$ cat src/rtl/rdc_serial_pkg.sv
package rdc_serial_pkg;

    localparam int unsigned WORD_W  = 12;
    localparam int unsigned TAIL_W  = 4;
    localparam int unsigned FRAME_W = WORD_W + TAIL_W;

    typedef struct packed {
        logic [WORD_W-1:0] pos;
        logic [WORD_W-1:0] vel;
        logic              sig_flag;
        logic              trk_flag;
    } hold_t;

    typedef struct packed {
        logic [WORD_W-1:0] word;
        logic              vel_echo;
        logic              sig_flag;
        logic              trk_flag;
        logic              parity;
    } frame_t;

    function automatic logic odd_par(input logic [FRAME_W-2:0] bits);
        return ~(^bits);
    endfunction

    function automatic frame_t make_frame(input hold_t h, input logic use_vel);
        frame_t f;
        f.word     = use_vel ? h.vel : h.pos;
        f.vel_echo = use_vel;
        f.sig_flag = h.sig_flag;
        f.trk_flag = h.trk_flag;
        f.parity   = odd_par({f.word, f.vel_echo, f.sig_flag, f.trk_flag});
        return f;
    endfunction

endpackage

$ cat src/rtl/rdc_sclk_sync.sv
module rdc_sclk_sync #(
    parameter int unsigned STAGES = 2
) (
    input  logic clk,
    input  logic rst,
    input  logic sclk_i,
    output logic fall_o
);
    logic [STAGES:0] chain;

    always_ff @(posedge clk) begin
        if (rst) begin
            chain <= '0;
        end else begin
            chain <= {chain[STAGES-1:0], sclk_i};
        end
    end

    assign fall_o = chain[STAGES] & ~chain[STAGES-1];
endmodule

$ cat src/rtl/rdc_hold_reg.sv
module rdc_hold_reg
    import rdc_serial_pkg::*;
(
    input  logic              clk,
    input  logic              rst,
    input  logic              sample_i,
    input  logic [WORD_W-1:0] pos_word_i,
    input  logic [WORD_W-1:0] vel_word_i,
    input  logic              sig_fault_i,
    input  logic              trk_fault_i,
    output hold_t             hold_o
);
    always_ff @(posedge clk) begin
        if (rst) begin
            hold_o <= '0;
        end else if (sample_i) begin
            hold_o.pos      <= pos_word_i;
            hold_o.vel      <= vel_word_i;
            hold_o.sig_flag <= sig_fault_i;
            hold_o.trk_flag <= trk_fault_i;
        end
    end
endmodule

$ cat src/rtl/rdc_frame_shifter.sv
module rdc_frame_shifter
    import rdc_serial_pkg::*;
(
    input  logic  clk,
    input  logic  rst,
    input  logic  rd_sel_i,
    input  logic  use_vel_i,
    input  hold_t hold_i,
    input  logic  fall_i,
    output logic  sdo_o,
    output logic  oe_o
);
    logic               active;
    logic [FRAME_W-1:0] sreg;

    always_ff @(posedge clk) begin
        if (rst) begin
            active <= 1'b0;
            sreg   <= '0;
        end else if (!rd_sel_i) begin
            active <= 1'b0;
            sreg   <= '0;
        end else if (!active) begin
            active <= 1'b1;
            sreg   <= make_frame(hold_i, use_vel_i);
        end else if (fall_i) begin
            sreg   <= {sreg[FRAME_W-2:0], 1'b0};
        end
    end

    assign sdo_o = active & sreg[FRAME_W-1];
    assign oe_o  = active;
endmodule

$ cat src/rtl/rdc_serial_port.sv
module rdc_serial_port
    import rdc_serial_pkg::*;
#(
    parameter int unsigned SYNC_STAGES = 2
) (
    input  logic              clk,
    input  logic              rst,
    input  logic              sample_i,
    input  logic              rd_sel_i,
    input  logic              use_vel_i,
    input  logic              sclk_i,
    input  logic [WORD_W-1:0] pos_word_i,
    input  logic [WORD_W-1:0] vel_word_i,
    input  logic              sig_fault_i,
    input  logic              trk_fault_i,
    output logic              sdo_o,
    output logic              sdo_oe_o
);
    hold_t hold_q;
    logic  sclk_fall;

    rdc_sclk_sync #(.STAGES(SYNC_STAGES)) i_sync (
        .clk    (clk),
        .rst    (rst),
        .sclk_i (sclk_i),
        .fall_o (sclk_fall)
    );

    rdc_hold_reg i_hold (
        .clk         (clk),
        .rst         (rst),
        .sample_i    (sample_i),
        .pos_word_i  (pos_word_i),
        .vel_word_i  (vel_word_i),
        .sig_fault_i (sig_fault_i),
        .trk_fault_i (trk_fault_i),
        .hold_o      (hold_q)
    );

    rdc_frame_shifter i_shift (
        .clk       (clk),
        .rst       (rst),
        .rd_sel_i  (rd_sel_i),
        .use_vel_i (use_vel_i),
        .hold_i    (hold_q),
        .fall_i    (sclk_fall),
        .sdo_o     (sdo_o),
        .oe_o      (sdo_oe_o)
    );
endmodule

$ cat config.mk
export PLATFORM = sky130hd
export DESIGN_NAME = rdc_serial_port
export DESIGN_NICKNAME = d
export VERILOG_FILES = /design/src/rtl/rdc_serial_pkg.sv /design/src/rtl/rdc_sclk_sync.sv /design/src/rtl/rdc_hold_reg.sv /design/src/rtl/rdc_frame_shifter.sv /design/src/rtl/rdc_serial_port.sv
export SDC_FILE = /design/constraint.sdc
export NUM_CORES = 1
export LEC_CHECK = 0
export CAP_MARGIN = 25
export CORE_UTILIZATION = 52
export DETAILED_ROUTE_END_ITERATION = 10
export PLACE_DENSITY = 0.89
export SYNTH_ARGS = -nofsm -noshare
export SYNTH_HDL_FRONTEND = slang
export SYNTH_SLANG_ARGS = --single-unit
$ cat constraint.sdc
create_clock -name clk -period 2.36 [get_ports clk]
set_input_delay 0.59 -clock clk [delete_from_list [all_inputs] [get_ports clk]]
set_output_delay 0.59 -clock clk [all_outputs]
set_load 0.05 [all_outputs]
==> metrics, run 1 <==
status=finished, final reports clean; gr ovfl total=0; Hold WC Path Type=reg -> reg; pre-CTS WS=-0.233 ns; CP required=2.58 ns; Core Area=3740 um^2; DR vias/cell=5.14; worst vdd ir=535 uV; number of global-route vias before repair=1,433; Die Y=65.4 um; Synth cell types=26; post-CTS sizing=0; Critical Path End Type=flop; hpwl dp=2790 um; layout cells sized above 1=11.0%; GP Congestion=0.822; Post-Syn Instances=203; ys async rst share=0%; nets=268; Worst-path clk slew=0.08 ns; Worst Tran Pin Value=0.630 ns; clk_lat worst skew=0.30 ns; Cells after DPL=277; number of flops mapped to enable cells by yosys=0; power per standard cell area=624 nW/um^2; Rel. slew slack=58.0%; die area=4270 um^2; DRT Pass-1 Iters=4; clock tree sinks=46; gr usage total=20.7%; fin crit period=1.88 ns; RSZ-0062 raised after global routing=no; CTS max path bufs=2; Netlist Area Pre-Place=2090 um^2; worst setup path category=in -> reg; area grow syn2layout=24.7%; Post-route DRC=0; post-cts hold buffer count=0; CTS tree=yes; Synth Flop Type=dfxtp_1; H-tree levels=2; Final period util=79.7%; DR iter-0 viols=61; Starting Density=55.8%; Post-DRT Antenna Nets=0; Seq/Total Area, Yosys=44.1%; Most Frequent Cell on Critical Path=xnor3_1; slowest CP cell=xnor3_1; clock root buffer=clkbuf_8; total CTS buffers=5; syn_area_per_cell=10.3 um^2; max_cap viols=0; total number of vias=1,466; largest net degree at the start of global routing=32; startpoint types=input port; yosys warns=0; post-CTS setup repair buffer count=0; Worst Setup Slack, final=0.478 ns; chip width=65.4 um; #FFs+latches synth=46; global-route wire length before repair=6460 um; Leakage=0.00116 uW; pins over their slew limit=0; number of diodes=0; skew final=0.00365 ns; Final TNS setup=0 ns; Setup violations, final=0; row cnt=22; total I/O pin count=34; wire per inst=13.2 um; Syn Nets=235; initial antenna violation count=0; Final Hold Fails=0; most frequent cells in the layout=dfxtp_1, mux2i_1, nor2_1, clkdlybuf4s50_1, a211oi_1; critical path fanouts, max=6; fin cells=285; WP data arrival=2.10 ns; port bufs=33; crit-path max cell delay=0.26 ns; Routed WL=3760 um; commonest non-fill, non-tap cell in the layout=dfxtp_1; FMAX=531 MHz; CP Cell Sequence=dlymetal6s2s_1, buf_4, mux2i_2, xnor3_1, xnor3_1, xnor3_1, o31ai_2
## cell families after synthesis
family          synth area share [%]
simple gates                    11.8
mux                             23.4
flops                           44.1
compound gates                  8.63
buf+inv                         3.83
xor+xnor                        8.21
## layout make-up
class | instances | area (um^2)
clock buffers | 6 | 82.6
clock inverters | 2 | 12.5
fillers | 294 | 1140
inverters | 1 | 3.75
multi-input cells | 140 | 1090
flip-flops and latches | 46 | 921
well taps | 48 | 60.1
repair buffers | 42 | 433
## worst paths after layout
check	from	end	slack (ns)	cells past startpoint
setup reg to reg	i_hold.hold_o[12]$_SDFFE_PP0P_	i_shift.sreg[0]$_SDFFE_PP0P_	0.71	5
setup / recovery	use_vel_i	i_shift.sreg[0]$_SDFFE_PP0P_	0.48	7
hold / removal	i_sync.chain[1]$_SDFF_PP0_	i_sync.chain[2]$_SDFF_PP0_	0.46	1
hold reg to reg	i_sync.chain[1]$_SDFF_PP0_	i_sync.chain[2]$_SDFF_PP0_	0.46	1
## metal layers
layer,global-route usage (%),wire length (um),vias up
li1,-,-,762
met1,25.4,1760,673
met2,34.0,1820,26
met3,6.42,128,5
met4,7.34,59,0
met5,0,0,-
## Yosys cell counts, types with 2 or more instances
master / count / share of area (%)
dfxtp_1: 46 / 44
a21oi_1: 5 / 1.2
a211oi_1: 19 / 6.8
nor2_1: 30 / 5.4
nand2b_1: 2 / 0.60
mux2i_1: 43 / 21
nor2b_1: 11 / 3.3
nand2_1: 4 / 0.72
buf_2: 3 / 0.72
or2_1: 3 / 0.90
buf_1: 2 / 0.36
xor2_1: 5 / 2.1
xnor3_1: 3 / 3.2
mux2_1: 3 / 1.6
xnor2_1: 5 / 2.1
clkbuf_1: 9 / 1.6
## sequential cells by signal, summed over array words and instances (netlist names)
signal / flops
i_hold.hold_o: 26
i_shift.sreg: 16
i_sync.chain: 3
i_shift.oe_o: 1
## stage by stage
step           power, uW  util (%)  hold WS [ns]  cell area [um^2]
2_1_floorplan       1050         -         0.414              2090
3_3_place_gp        1140      66.8         0.440              2500
3_5_place_dp        1150      66.8         0.453              2500
4_1_cts             1630      69.4         0.467              2600
5_1_grt             1700      69.6         0.484              2600
6_report            1620      69.6         0.464              2600
## critical path, delay by kind of cell
kind,cells,cell delay (ns)
multiplexers,1,0.24
XOR/XNOR,3,0.70
buffers and inverters,2,0.39
AO/OA/AOI/OAI,1,0.17
## power by group
part	switching (uW)	total, uW	internal (uW)
Combinational	112	283	172
Clock	256	492	235
Sequential	31.9	850	818
Note: power is estimated with default switching activity, not from simulation.
==> run 2, diff against run 1 <==
- clock period: 2.36 -> 1.87 ns (I/O delays scaled with it)
==> metrics, run 2 (synthesized netlist as in run 1, its figures left out) <==
status=finished, final reports clean (unchanged); Biggest register=i_hold.hold_o (unchanged); Most Frequent Cell on Critical Path=xnor3_1 (unchanged); CP top delay family=XOR/XNOR gates (unchanged); wire per inst=13.8 um (was 13.2 um); Hold WC Path Type=reg -> reg (unchanged); clock root buffer=clkbuf_8 (unchanged); biggest regs=i_hold.hold_o: 26 flops, i_shift.sreg: 16 flops, i_sync.chain: 3 flops (unchanged); initial antenna violation count=0 (unchanged); fill count=298 (was 294); number of diodes=0 (unchanged); Critical Path End Type=flop (unchanged); gr usage total=21.0% (was 20.7%); slowest CP cell=xnor3_1 (unchanged); GP Congestion=0.806 (was 0.822); number of global-route vias before repair=1,523 (was 1,433); worst setup path category=in -> reg (unchanged); max_cap viols=0 (unchanged); Core Area=3740 um^2 (unchanged); total CTS buffers=5 (unchanged); hpwl dp=2960 um (was 2790 um); global-route wire length before repair=6770 um (was 6460 um); Post-route DRC=0 (unchanged); pins over their slew limit=0 (unchanged); CP Buf/Inv Count=1 (was 2); RSZ-0062 raised after global routing=no (unchanged); WHS=0.469 ns (was 0.464 ns); Routed WL=3960 um (was 3760 um); Cells after DPL=278 (was 277); DR iter-0 viols=30 (was 61); Rel. slew slack=80.7% (was 58.0%); post-CTS sizing=3 (was 0); power per standard cell area=781 nW/um^2 (was 624 nW/um^2); Setup violations, final=0 (unchanged); clk_lat worst skew=0.30 ns (about the same); layout cells sized above 1=12.6% (was 11.0%); Final Hold Fails=0 (unchanged); crit-path max cell delay=0.43 ns (was 0.26 ns); skew final=0.00559 ns (was 0.00365 ns); post-CTS setup repair buffer count=0 (unchanged); Worst Tran Pin Value=0.288 ns (was 0.630 ns); CP Cell Sequence=clkbuf_2, mux2i_2, xnor3_1, xnor3_1, xnor3_1, o31ai_2 (was dlymetal6s2s_1, buf_4, mux2i_2, xnor3_1, xnor3_1, xnor3_1, o31ai_2); chip width=65.4 um (unchanged); post-cts hold buffer count=0 (unchanged); fin cells=286 (was 285); most frequent cells in the layout=dfxtp_1, mux2i_1, nor2_1, clkdlybuf4s50_1, a211oi_1 (unchanged); gr ovfl total=0 (unchanged); CP required=2.09 ns (was 2.58 ns); critical path fanouts, max=4 (was 6); worst vdd ir=519 uV (was 535 uV); DRT Pass-1 Iters=4 (unchanged); Final period util=91.2%; nets=269 (was 268); DR vias/cell=5.35 (was 5.14); Post-DRT Antenna Nets=0 (unchanged); WP data arrival=1.93 ns (was 2.10 ns); CTS tree=yes (unchanged); startpoint types=input port (unchanged); Leakage=0.00115 uW (was 0.00116 uW); row cnt=22 (unchanged); FMAX=587 MHz; H-tree levels=2 (unchanged); port bufs=33 (unchanged); Worst-path clk slew=0.09 ns (was 0.08 ns); commonest non-fill, non-tap cell in the layout=dfxtp_1 (unchanged); CTS max path bufs=2 (unchanged); fin crit period=1.70 ns; number of flip-flops in the largest register=26 (unchanged); area grow syn2layout=24.7% (unchanged); largest net degree at the start of global routing=30 (was 32); clock tree sinks=46 (unchanged); Starting Density=55.8% (unchanged); total number of vias=1,529 (was 1,466); die area=4270 um^2 (unchanged); total I/O pin count=34 (unchanged); Die Y=65.4 um (unchanged)
[run 2: cell count changes in the layout (fill, tap and decap cells not counted), sizes merged]
| cell | before | now |
|---|---|---|
| buf | 11 | 12 |
| clkinv | 1 | 2 |
| dlymetal6s2s | 1 | 0 |
[run 2: final timing paths]
path | startpoint | endpoint | slack [ns] | cells after the start
worst min-delay path | i_sync.chain[0]$_SDFF_PP0_ | i_sync.chain[1]$_SDFF_PP0_ | 0.47 | 1
worst max register to register | i_hold.hold_o[12]$_SDFFE_PP0P_ | i_shift.sreg[0]$_SDFFE_PP0P_ | 0.21 | 5
worst max-delay path | use_vel_i | i_shift.sreg[0]$_SDFFE_PP0P_ | 0.17 | 6
worst min register to register | i_sync.chain[0]$_SDFF_PP0_ | i_sync.chain[1]$_SDFF_PP0_ | 0.47 | 1
[run 2: report_power, final]
| group | internal (uW) | total, uW | switching, uW | leakage, uW |
|---|---|---|---|---|
| sequential | 1030 | 1070 | 40.5 | 0.000378 |
| combinational | 218 | 361 | 144 | 0.000731 |
| clock | 262 | 598 | 336 | 0.0000441 |
[run 2: area by class of cell]
type                            count  area [um^2]  area share [%]
Multi-Input combinational cell    140         1100            42.1
Timing Repair Buffer               43          433            16.6
Inverter                            1         3.75           0.144
Clock inverter                      3         21.3           0.817
Clock buffer                        5         68.8            2.64
Tap cell                           48         60.1            2.31
Sequential cell                    46          921            35.4
[run 2: worst register-to-register path, cell delays in order, from the launching register on]
cell     delay (ns)
dfxtp_1        0.34
mux2i_2        0.19
xnor3_1        0.43
xnor3_1        0.23
xnor3_1        0.22
o31ai_2        0.16
[run 2: metrics by stage]
stage	instance area (um^2)	worst slack, ns	utilization [%]	TNS, ns	power, uW
2_1_floorplan	2090	0.0157	-	0	1330
3_3_place_gp	2510	-0.525	67.1	-0.526	1440
3_5_place_dp	2510	-0.597	67.1	-0.694	1460
4_1_cts	2610	0.0168	69.6	0	2040
5_1_grt	2600	0.114	69.6	0	2120
6_report	2600	0.165	69.6	0	2030
[run 2: metal layers]
metal / wire, um / up-vias / track usage [%] / share of wire (%)
met1: 1820 / 722 / 26.0 / 46
li1: - / 767 / - / -
met4: 87 / 0 / 9.78 / 2.2
met3: 108 / 9 / 3.30 / 2.7
met2: 1940 / 31 / 35.7 / 49
met5: 0 / - / 0 / 0
==> run 3, diff against run 2 <==
- ABC_CLOCK_PERIOD_IN_PS: unset -> 1870
==> results of run 3 <==
Final layout, timing and power as in run 2 (identical DEF).
